**src/rtl/prbs_bist_pkg.sv**
```systemverilog
package prbs_bist_pkg;

    localparam int LFSR_W = 23;

    typedef enum logic {
        CHK_SEARCH = 1'b0,
        CHK_LOCKED = 1'b1
    } chk_state_e;

    typedef struct packed {
        logic pos;
        logic neg;
    } rail_pair_t;

    // Next sequence bit from a history register whose bit 0 is the newest bit.
    function automatic logic tap_bit(input logic [LFSR_W-1:0] hist, input logic long_mode);
        return long_mode ? (hist[22] ^ hist[17]) : (hist[14] ^ hist[13]);
    endfunction

endpackage

```
**src/rtl/prbs_bist_gen.sv**
```systemverilog
module prbs_bist_gen
    import prbs_bist_pkg::*;
(
    input  logic clk,
    input  logic rst,
    input  logic restart,
    input  logic mode_q,
    output logic pat_bit
);

    logic [LFSR_W-1:0] state;

    assign pat_bit = tap_bit(state, mode_q);

    always_ff @(posedge clk) begin
        if (rst || restart) state <= '1;
        else                state <= {state[LFSR_W-2:0], pat_bit};
    end

    AST_GEN_NONZERO: assert property (@(posedge clk) disable iff (rst)
        !restart |=> state != '0);

endmodule

```
**src/rtl/prbs_bist_chk.sv**
```systemverilog
module prbs_bist_chk
    import prbs_bist_pkg::*;
#(
    parameter int SYNC_RUN  = 32,
    parameter int WIN_LEN   = 64,
    parameter int LOSS_ERRS = 8
) (
    input  logic clk,
    input  logic rst,
    input  logic restart,
    input  logic enable,
    input  logic mode_q,
    input  logic rx_bit,
    output logic locked,
    output logic err
);

    localparam int RUN_W = $clog2(SYNC_RUN);
    localparam int WIN_W = $clog2(WIN_LEN);
    localparam int ERR_W = $clog2(LOSS_ERRS);

    chk_state_e        st;
    logic [LFSR_W-1:0] hist;
    logic [RUN_W-1:0]  run;
    logic [WIN_W-1:0]  win;
    logic [ERR_W-1:0]  errs;
    logic              pred;
    logic              mism;

    assign pred   = tap_bit(hist, mode_q);
    assign mism   = rx_bit != pred;
    assign locked = (st == CHK_LOCKED);
    assign err    = enable && locked && mism;

    always_ff @(posedge clk) begin
        if (rst || restart) begin
            st   <= CHK_SEARCH;
            hist <= '0;
            run  <= '0;
            win  <= '0;
            errs <= '0;
        end else begin
            case (st)
                CHK_SEARCH: begin
                    hist <= {hist[LFSR_W-2:0], rx_bit};
                    if (mism) begin
                        run <= '0;
                    end else if (run == RUN_W'(SYNC_RUN - 1)) begin
                        st   <= CHK_LOCKED;
                        run  <= '0;
                        win  <= '0;
                        errs <= '0;
                    end else begin
                        run <= run + RUN_W'(1);
                    end
                end
                default: begin
                    hist <= {hist[LFSR_W-2:0], pred};
                    if (mism && errs == ERR_W'(LOSS_ERRS - 1)) begin
                        st  <= CHK_SEARCH;
                        run <= '0;
                    end else if (win == WIN_W'(WIN_LEN - 1)) begin
                        win  <= '0;
                        errs <= '0;
                    end else begin
                        win  <= win + WIN_W'(1);
                        errs <= errs + ERR_W'(mism);
                    end
                end
            endcase
        end
    end

    AST_RESTART_UNLOCK: assert property (@(posedge clk) disable iff (rst)
        restart |=> !locked);

    AST_LOCK_ON_MATCH: assert property (@(posedge clk) disable iff (rst)
        $rose(locked) |-> $past(!mism));

endmodule

```
**src/rtl/prbs_bist_cnt.sv**
```systemverilog
module prbs_bist_cnt #(
    parameter int CNT_W = 16
) (
    input  logic             clk,
    input  logic             rst,
    input  logic             rd,
    input  logic             inc,
    output logic [CNT_W-1:0] cnt
);

    localparam logic [CNT_W-1:0] CNT_MAX = '1;

    always_ff @(posedge clk) begin
        if (rst)                        cnt <= '0;
        else if (rd)                    cnt <= CNT_W'(inc);
        else if (inc && cnt != CNT_MAX) cnt <= cnt + CNT_W'(1);
    end

    AST_CNT_HOLD_MAX: assert property (@(posedge clk) disable iff (rst)
        (cnt == CNT_MAX && !rd) |=> cnt == CNT_MAX);

    AST_CNT_STEP: assert property (@(posedge clk) disable iff (rst)
        (!rd && inc && cnt != CNT_MAX) |=> cnt == $past(cnt) + CNT_W'(1));

    AST_RD_CLEAR: assert property (@(posedge clk) disable iff (rst)
        rd |=> cnt <= CNT_W'(1));

endmodule

```
**src/rtl/prbs_bist.sv**
```systemverilog
module prbs_bist
    import prbs_bist_pkg::*;
#(
    parameter int CNT_W     = 16,
    parameter int SYNC_RUN  = 32,
    parameter int WIN_LEN   = 64,
    parameter int LOSS_ERRS = 8
) (
    input  logic             clk,
    input  logic             rst,
    input  logic             bist_en,
    input  logic             mode_long,
    input  logic             rail_dual,
    output logic             rail_dual_eff,
    input  logic             tx_pos_in,
    input  logic             tx_neg_in,
    output logic             tx_pos_out,
    output logic             tx_neg_out,
    input  logic             rx_data_in,
    input  logic             rx_lcv_in,
    output logic             rx_lcv_out,
    output logic             locked,
    input  logic             cnt_rd,
    output logic [CNT_W-1:0] cnt_rdata
);

    logic       mode_q;
    logic       restart;
    logic       pat_bit;
    logic       err;
    rail_pair_t tx_sys;
    rail_pair_t tx_line;

    always_ff @(posedge clk) begin
        if (rst) mode_q <= 1'b0;
        else     mode_q <= mode_long;
    end

    assign restart = !bist_en || (mode_long != mode_q);

    prbs_bist_gen u_gen (
        .clk     (clk),
        .rst     (rst),
        .restart (restart),
        .mode_q  (mode_q),
        .pat_bit (pat_bit)
    );

    prbs_bist_chk #(
        .SYNC_RUN  (SYNC_RUN),
        .WIN_LEN   (WIN_LEN),
        .LOSS_ERRS (LOSS_ERRS)
    ) u_chk (
        .clk     (clk),
        .rst     (rst),
        .restart (restart),
        .enable  (bist_en),
        .mode_q  (mode_q),
        .rx_bit  (rx_data_in),
        .locked  (locked),
        .err     (err)
    );

    prbs_bist_cnt #(.CNT_W(CNT_W)) u_cnt (
        .clk (clk),
        .rst (rst),
        .rd  (cnt_rd),
        .inc (err),
        .cnt (cnt_rdata)
    );

    always_comb begin
        tx_sys.pos = tx_pos_in;
        tx_sys.neg = tx_neg_in;
        if (bist_en) begin
            tx_line.pos = pat_bit;
            tx_line.neg = 1'b0;
        end else begin
            tx_line = tx_sys;
        end
    end

    assign tx_pos_out    = tx_line.pos;
    assign tx_neg_out    = tx_line.neg;
    assign rail_dual_eff = rail_dual && !bist_en;
    assign rx_lcv_out    = bist_en ? err : rx_lcv_in;

endmodule

```
**config.mk**
```make
export PLATFORM = sky130hd
export DESIGN_NAME = prbs_bist
export DESIGN_NICKNAME = d
export VERILOG_FILES = /design/src/rtl/prbs_bist_pkg.sv /design/src/rtl/prbs_bist_gen.sv /design/src/rtl/prbs_bist_chk.sv /design/src/rtl/prbs_bist_cnt.sv /design/src/rtl/prbs_bist.sv
export SDC_FILE = /design/constraint.sdc
export NUM_CORES = 1
export LEC_CHECK = 0
export CAP_MARGIN = 30
export CELL_PAD_IN_SITES_DETAIL_PLACEMENT = 1
export CELL_PAD_IN_SITES_GLOBAL_PLACEMENT = 2
export CORE_MARGIN = 1.5
export CORE_UTILIZATION = 32
export DETAILED_ROUTE_END_ITERATION = 6
export PLACE_DENSITY = 0.84
export SYNTH_ARGS = -nofsm -noshare
export SYNTH_HDL_FRONTEND = slang
export SYNTH_SLANG_ARGS = --single-unit
```
**constraint.sdc**
```tcl
create_clock -name clk -period 1.7 [get_ports clk]
set_clock_uncertainty 0.05 [all_clocks]
set_input_delay 0.255 -clock clk [delete_from_list [all_inputs] [get_ports clk]]
set_output_delay 0.255 -clock clk [all_outputs]
set_load 0.01 [all_outputs]
```
== Yosys cells after proc, flatten, opt, wreduce, memory -nomap -nowiden ==
Index checks and enable logic that the tools add are counted.
Word-level totals
  input bits: 10
  output and inout bits: 21
  flip-flop bits (word level): 78
Operators by class
  bitwise logic cells: 4
  muxes and demuxes: 25
  add/subtract/negate cells: 4
  eq/ne operators: 9
  reductions and logical operators: 12
Operators by type and width (number)
  $mux 6: 5
  $mux 5: 4
  $add 16x1->16 const B: 1
  $ne 16x16->1 const B: 1
  $mux 3: 5
  $mux 1: 10
  $add 6x1->6 const B: 1
  $eq 6x6->1 const B: 1
  $add 5x1->5 const B: 1
  $eq 5x5->1 const B: 1
  $logic_and 1x1->1: 5
  $ne 2x2->1 const B: 2
  $reduce_bool 2->1: 2
  $xor 1x1->1: 4
  $add 3x1->3: 1
  $eq 3x3->1 const B: 1
  $reduce_and 3->1: 1
  $logic_or 1x1->1: 2
  $mux 2: 1
  $ne 1x1->1: 2
  $ne 2x1->1 const B: 1
  $reduce_or 2->1: 1
  $logic_not 1->1: 1

== Longest topological paths before layout ==
  depth in word-level cells: 7
  mapped depth: 8
  depth with buffers taken out: 8

== Cells and area by module ==
From an unflattened synthesis, not the netlist that was laid out.
Second synthesis, totals
  cell total of the unflattened synthesis: 306
  area total of the unflattened synthesis: 3075.4 um^2
By module, submodules not included
  prbs_bist_chk: area an instance 1529.0 um^2, cells each 150, instances 1
  prbs_bist_cnt: area an instance 810.8 um^2, cells each 93, instances 1
  prbs_bist_gen: area an instance 656.9 um^2, cells each 55, instances 1
  prbs_bist: area an instance 78.8 um^2, cells each 8, instances 1

== Worst setup path after synthesis ==
Ideal clock, no wire load.
  path type: register to register
  from: register u_chk.hist[13]
  to: register u_chk.errs[2]
  cell stages (with the launch flop): 9
  period minus slack after synthesis: 1.920 ns
  slack: -0.220 ns
  setup time: 0.133 ns
  arrival: 1.737 ns
  path buffers: 0
  required time: 1.517 ns
  cells stage by stage: dfxtp_1 > xor3_2 > mux2i_2 > inv_2 > ha_1 > ha_1 > xor2_1 > o211ai_1 > a21oi_1
Between the ends
  cells in the longest elaborated chain, start to end: 7
  elaborated cells on any way between the ends: 11
  classes of those cells: add/sub (1); eq/ne (3); mux (4); bitwise (1); reduce/logical (2)
RTL lines
  from (decl): line prbs_bist_chk.sv:23  | logic [LFSR_W-1:0] hist;
  from (signal assigned): line prbs_bist_chk.sv:45  | hist <= {hist[LFSR_W-2:0], rx_bit};
  from (signal assigned): line prbs_bist_chk.sv:58  | hist <= {hist[LFSR_W-2:0], pred};
  $xor 1x1->1 *: line prbs_bist_pkg.sv:17  | return long_mode ? (hist[22] ^ hist[17]) : (hist[14] ^ hist[13]);
  $mux 1 *: line prbs_bist_pkg.sv:17
  $ne 1x1->1 *: line prbs_bist_chk.sv:31  | assign mism = rx_bit != pred;
  $add 3x1->3: line prbs_bist_chk.sv:67  | errs <= errs + ERR_W'(mism);
  $mux 3: line prbs_bist_chk.sv:62  | end else if (win == WIN_W'(WIN_LEN - 1)) begin
  $mux 3: line prbs_bist_chk.sv:59  | if (mism && errs == ERR_W'(LOSS_ERRS - 1)) begin
  $mux 3: line prbs_bist_chk.sv:43  | case (st)
  to (signal assigned): line prbs_bist_chk.sv:67
  to (decl): line prbs_bist_chk.sv:26  | logic [ERR_W-1:0] errs;
Every way passes the cells marked *; elsewhere a longest branch is shown, timed or not. The select of a mux whose other input is x is not followed.
A chain may end at the register's enable or synchronous reset.

== Worst setup path in the final report ==
  from: register u_chk.hist[14]
  to: output port rx_lcv_out
Between the ends
  cells in the longest elaborated chain, start to end: 5
RTL lines
  $xor 1x1->1: line prbs_bist_pkg.sv:17
  $mux 1: line prbs_bist_pkg.sv:17
  $ne 1x1->1: line prbs_bist_chk.sv:31
  $logic_and 1x1->1: line prbs_bist_chk.sv:33  | assign err = enable && locked && mism;
  $mux 1: line prbs_bist.sv:86  | assign rx_lcv_out = bist_en ? err : rx_lcv_in;
  to (decl): line prbs_bist.sv:21  | output logic rx_lcv_out,
No other way between the ends.

==> PnR_summary.wiki <==
{| class="wikitable"
! Metric !! Value
|-
| Number of cell rows || 36
|-
| Maximum number of pins on one net before global-route repair || 23
|-
| Post-placement cell count || 548
|-
| Net Switching || 933 uW
|-
| Top Family by Delay on Critical Path || XOR/XNOR gates
|-
| Maximum fanout along the worst path || 2
|-
| Final RePlAce weighted congestion || 0.780
|-
| Initial Utilization || 0.333
|-
| Layout net count || 455
|-
| Critical path required time || 1390 ps
|-
| Number of synthesized flops with an enable pin || 0
|-
| Share of the yosys chip area belonging to registers || 0.478
|-
| Static power due to leakage || 1.89 nW
|-
| Sinks on the clock net || 78
|-
| H-tree depth || 3
|-
| Synth Net Count || 355
|-
| Internal || 2.52 mW
|-
| GRT overflow || 0
|-
| Clock tree from TritonCTS || yes
|-
| Maximum number of buffers from clock root to sink || 2
|-
| Post-DR vias/cell || 5.21
|-
| Count of endpoints failing hold in the final timing report || 0
|-
| Clk Latency, worst-skew pair || 360 ps
|-
| Via Count || 3009
|-
| Cell types with the largest area share after synthesis || dfxtp_1 (48%), or3_1 (5.4%), and3_1 (5.0%)
|-
| Unrepaired setup endpoints after global routing || yes
|-
| Area used by sequential logic in the layout || 1610 um2
|-
| Switching portion of total power || 0.270
|-
| Number of maximum-capacitance violations || 0
|-
| Cts bufs inserted || 9
|-
| Cell taking the most area after synthesis || dfxtp_1
|-
| Library cell contributing the largest single delay on the critical path || xor3_2
|-
| Largest family of logic cells by synthesized area || simple AND/OR/NAND/NOR gates
|-
| Kind of launch point of the worst setup path || flip-flop
|-
| Most common library cell in the layout ignoring fill and taps || buf_4
|-
| Combinational fraction of design power || 0.078
|-
| Adder-cell share of the synthesized area || 0.0230
|-
| Post-route non-filler standard cell count || 577
|-
| Filler instances || 1108
|-
| Setup WS post-layout || -338 ps
|-
| Hpwl dp || 6280 um
|-
| Synthesized area per cell || 9.63 um2
|-
| Min cycle time layout || 2040 ps
|-
| Wire length after detailed routing || 9540 um
|-
| Number of hold buffers added after cts || 0
|-
| Ordered cell list for the critical path || xor3_2, buf_4, a22oi_2, o21ai_1, buf_2
|-
| Core area || 9820 um2
|-
| Area share of the leading cell type in the synthesized netlist || 0.478
|-
| Worst setup EP type || primary output
|-
| Die boundary height || 104 um
|-
| XOR/XNOR Fraction of Synth Area || 0.0368
|-
| Run status || finished, violations left
|-
| Vias in the first global route || 3171
|-
| Synth Area in Compound Gates || 0.134
|-
| Tightest Hold Check Type || in -> reg
|-
| Global-route wire length before repair || 15500 um
|-
| Clock slew at the register clock pins of the worst setup and hold paths || 100 ps
|-
| Count of antenna diodes in the layout || 0
|-
| Predominant post-synthesis flop cell || dfxtp_1
|-
| Setup Crit Path Kind || reg -> out
|-
| Number of buffer cells added on primary ports || 30
|-
| Layout cells sized above 1 || 0.372
|-
| Most frequent cells in the layout || buf_4 (66), dfxtp_1 (54), or3_1 (28), nand2_1 (26), and3_1 (25)
|-
| Dpl cell area || 4240 um2
|-
| Maximum resistive drop on vdd || 0.460 mV
|-
| X dimension of the die || 104 um
|-
| Antenna violations before repair || 0
|-
| Slew HR || 0.712
|-
| Footprint of the multi-input gates || 1890 um2
|-
| WHS || 201 ps
|-
| Post-DRT Antenna Nets || 0
|-
| Final routed wire length divided by cell count || 16.5 um
|-
| Failing checks || setup timing
|-
| Count of buffer and inverter cells on the critical path || 2
|-
| Area of all placed cells without fillers || 4830 um2
|-
| Mux cell area share after synthesis || 0.0383
|-
| Total setup violations reported at the end of the flow || 29
|-
| Data arrival, critical path || 1730 ps
|-
| Flip-flop and latch count after synthesis || 78
|-
| Pins Over Slew Limit || 0
|-
| # IOs || 31
|-
| Buffer cell driving the clock tree root || clkbuf_8
|-
| Power density normalized to cell area || 714 nW/um2
|-
| Post-detailed-route DRC marker count || 0
|-
| Area growth syn-to-layout || 47.9%
|-
| Synth warnings || 0
|-
| Highest cell delay on the worst timing path || 390 ps
|-
| Fraction of registers with async set/reset || 0
|-
| Simple-gate share of the synthesized area || 0.251
|-
| Die area || 10800 um2
|-
| Detailed-router iteration count before antenna repair || 4
|-
| Fraction of power consumed by sequential logic || 0.529
|-
| Share of the clock period used by the worst path after layout || 1.20
|-
| Highest achievable clock rate || 491 MHz
|-
| Share of power burned in the clock network || 0.393
|-
| Gate count after technology mapping || 339
|-
| Count of different cell masters after synthesis || 51
|-
| Syn Std Cell Area || 3270 um2
|-
| Starting DRT DRC Count || 83
|-
| Overall routing resource usage || 0.175
|-
| Measured slew at the worst slew-check pin || 431 ps
|-
| Worst slack at placement || -866 ps
|-
| Utilization after layout || 0.492
|}
metrics by stage:
stage	TNS [ps]	total power, mW
global route	-5950	3.59
floorplan	-215	1.97
CTS	-3430	3.47
detailed placement	-22000	2.08
global placement	-19470	2.08
finish	-3370	3.45
worst register-to-register path, stage by stage, from the launching register on:
cell       delay [ps]
dfxtp_2           350
xor3_2            390
buf_6             140
mux2i_4           180
inv_4              90
buf_6             140
buf_6             120
a2111oi_4         350
a311o_1           160
Yosys cell counts (all sizes together), types with 2 or more instances:
master   number
inv          10
o211ai        4
nand2b        4
a22oi         2
nor4          5
nand2        27
xnor2         4
a31o          2
and3         26
o311ai        2
nand3        16
nor2          9
clkbuf       15
or3          28
nor2b         5
xor3          2
a311o         3
dfxtp        78
ha            6
mux2i        11
nand4         9
o31ai         9
xor2          4
and4          2
or4           6
nor3          3
buf           5
a2111oi       3
o21ai         6
a21oi        13
o2111ai       6
logic make-up (layout without fill, tap and decap cells):
logic type | after synthesis | after routing
compound gates | 58 | 58
xor+xnor | 10 | 10
fa+ha+maj | 6 | 6
buf+inv | 30 | 135
flops | 78 | 78
mux | 12 | 12
simple gates | 145 | 145
per-layer routing:
metal / GRT usage / part of all wire
met1: 0.212 / 0.44
met2: 0.312 / 0.51
met3: 0.0351 / 0.030
met4: 0.0526 / 0.017
met5: 0 / 0
power groups by stage:
stage / Combinational [mW] / Clock [mW] / Sequential [mW]
6_report: 0.269 / 1.36 / 1.82
5_1_grt: 0.290 / 1.48 / 1.82
4_1_cts: 0.244 / 1.40 / 1.82
3_5_place_dp: 0.216 / 0 / 1.87
3_3_place_gp: 0.210 / 0 / 1.87
2_1_floorplan: 0.0990 / 0 / 1.87
state kept, by name, summed over array words and instances (netlist names):
signal        count
u_chk.hist       23
u_gen.state      23
u_cnt.cnt        16
u_chk.win         6
u_chk.run         5
u_chk.errs        3
mode_q            1
u_chk.locked      1
worst paths after layout:
path | startpoint | endpoint | slack (ps) | cells past startpoint
min | rx_data_in | u_chk.hist[0] | 200 | 3
max | u_chk.hist[14] | rx_lcv_out | -340 | 5
max reg2reg | u_chk.hist[14] | u_chk.win[4] | -330 | 8
min reg2reg | u_gen.state[8] | u_gen.state[9] | 360 | 1
area by class of cell:
cell class              instances  area share
clock buffers                   9      0.0256
clock inverters                 7      0.0132
inverters                      10     0.00829
multi-input cells             231       0.392
flip-flops and latches         78       0.333
well taps                     133      0.0344
repair buffers                109       0.194
repair_timing:
item / 4_1_cts / 5_1_grt
gates resized for setup: 58 / 32
buffers inserted: 10 / 7
pin swaps: 13 / 11
endpoints found under the setup margin: 42 / 36
(Power assumes the default switching activity.)
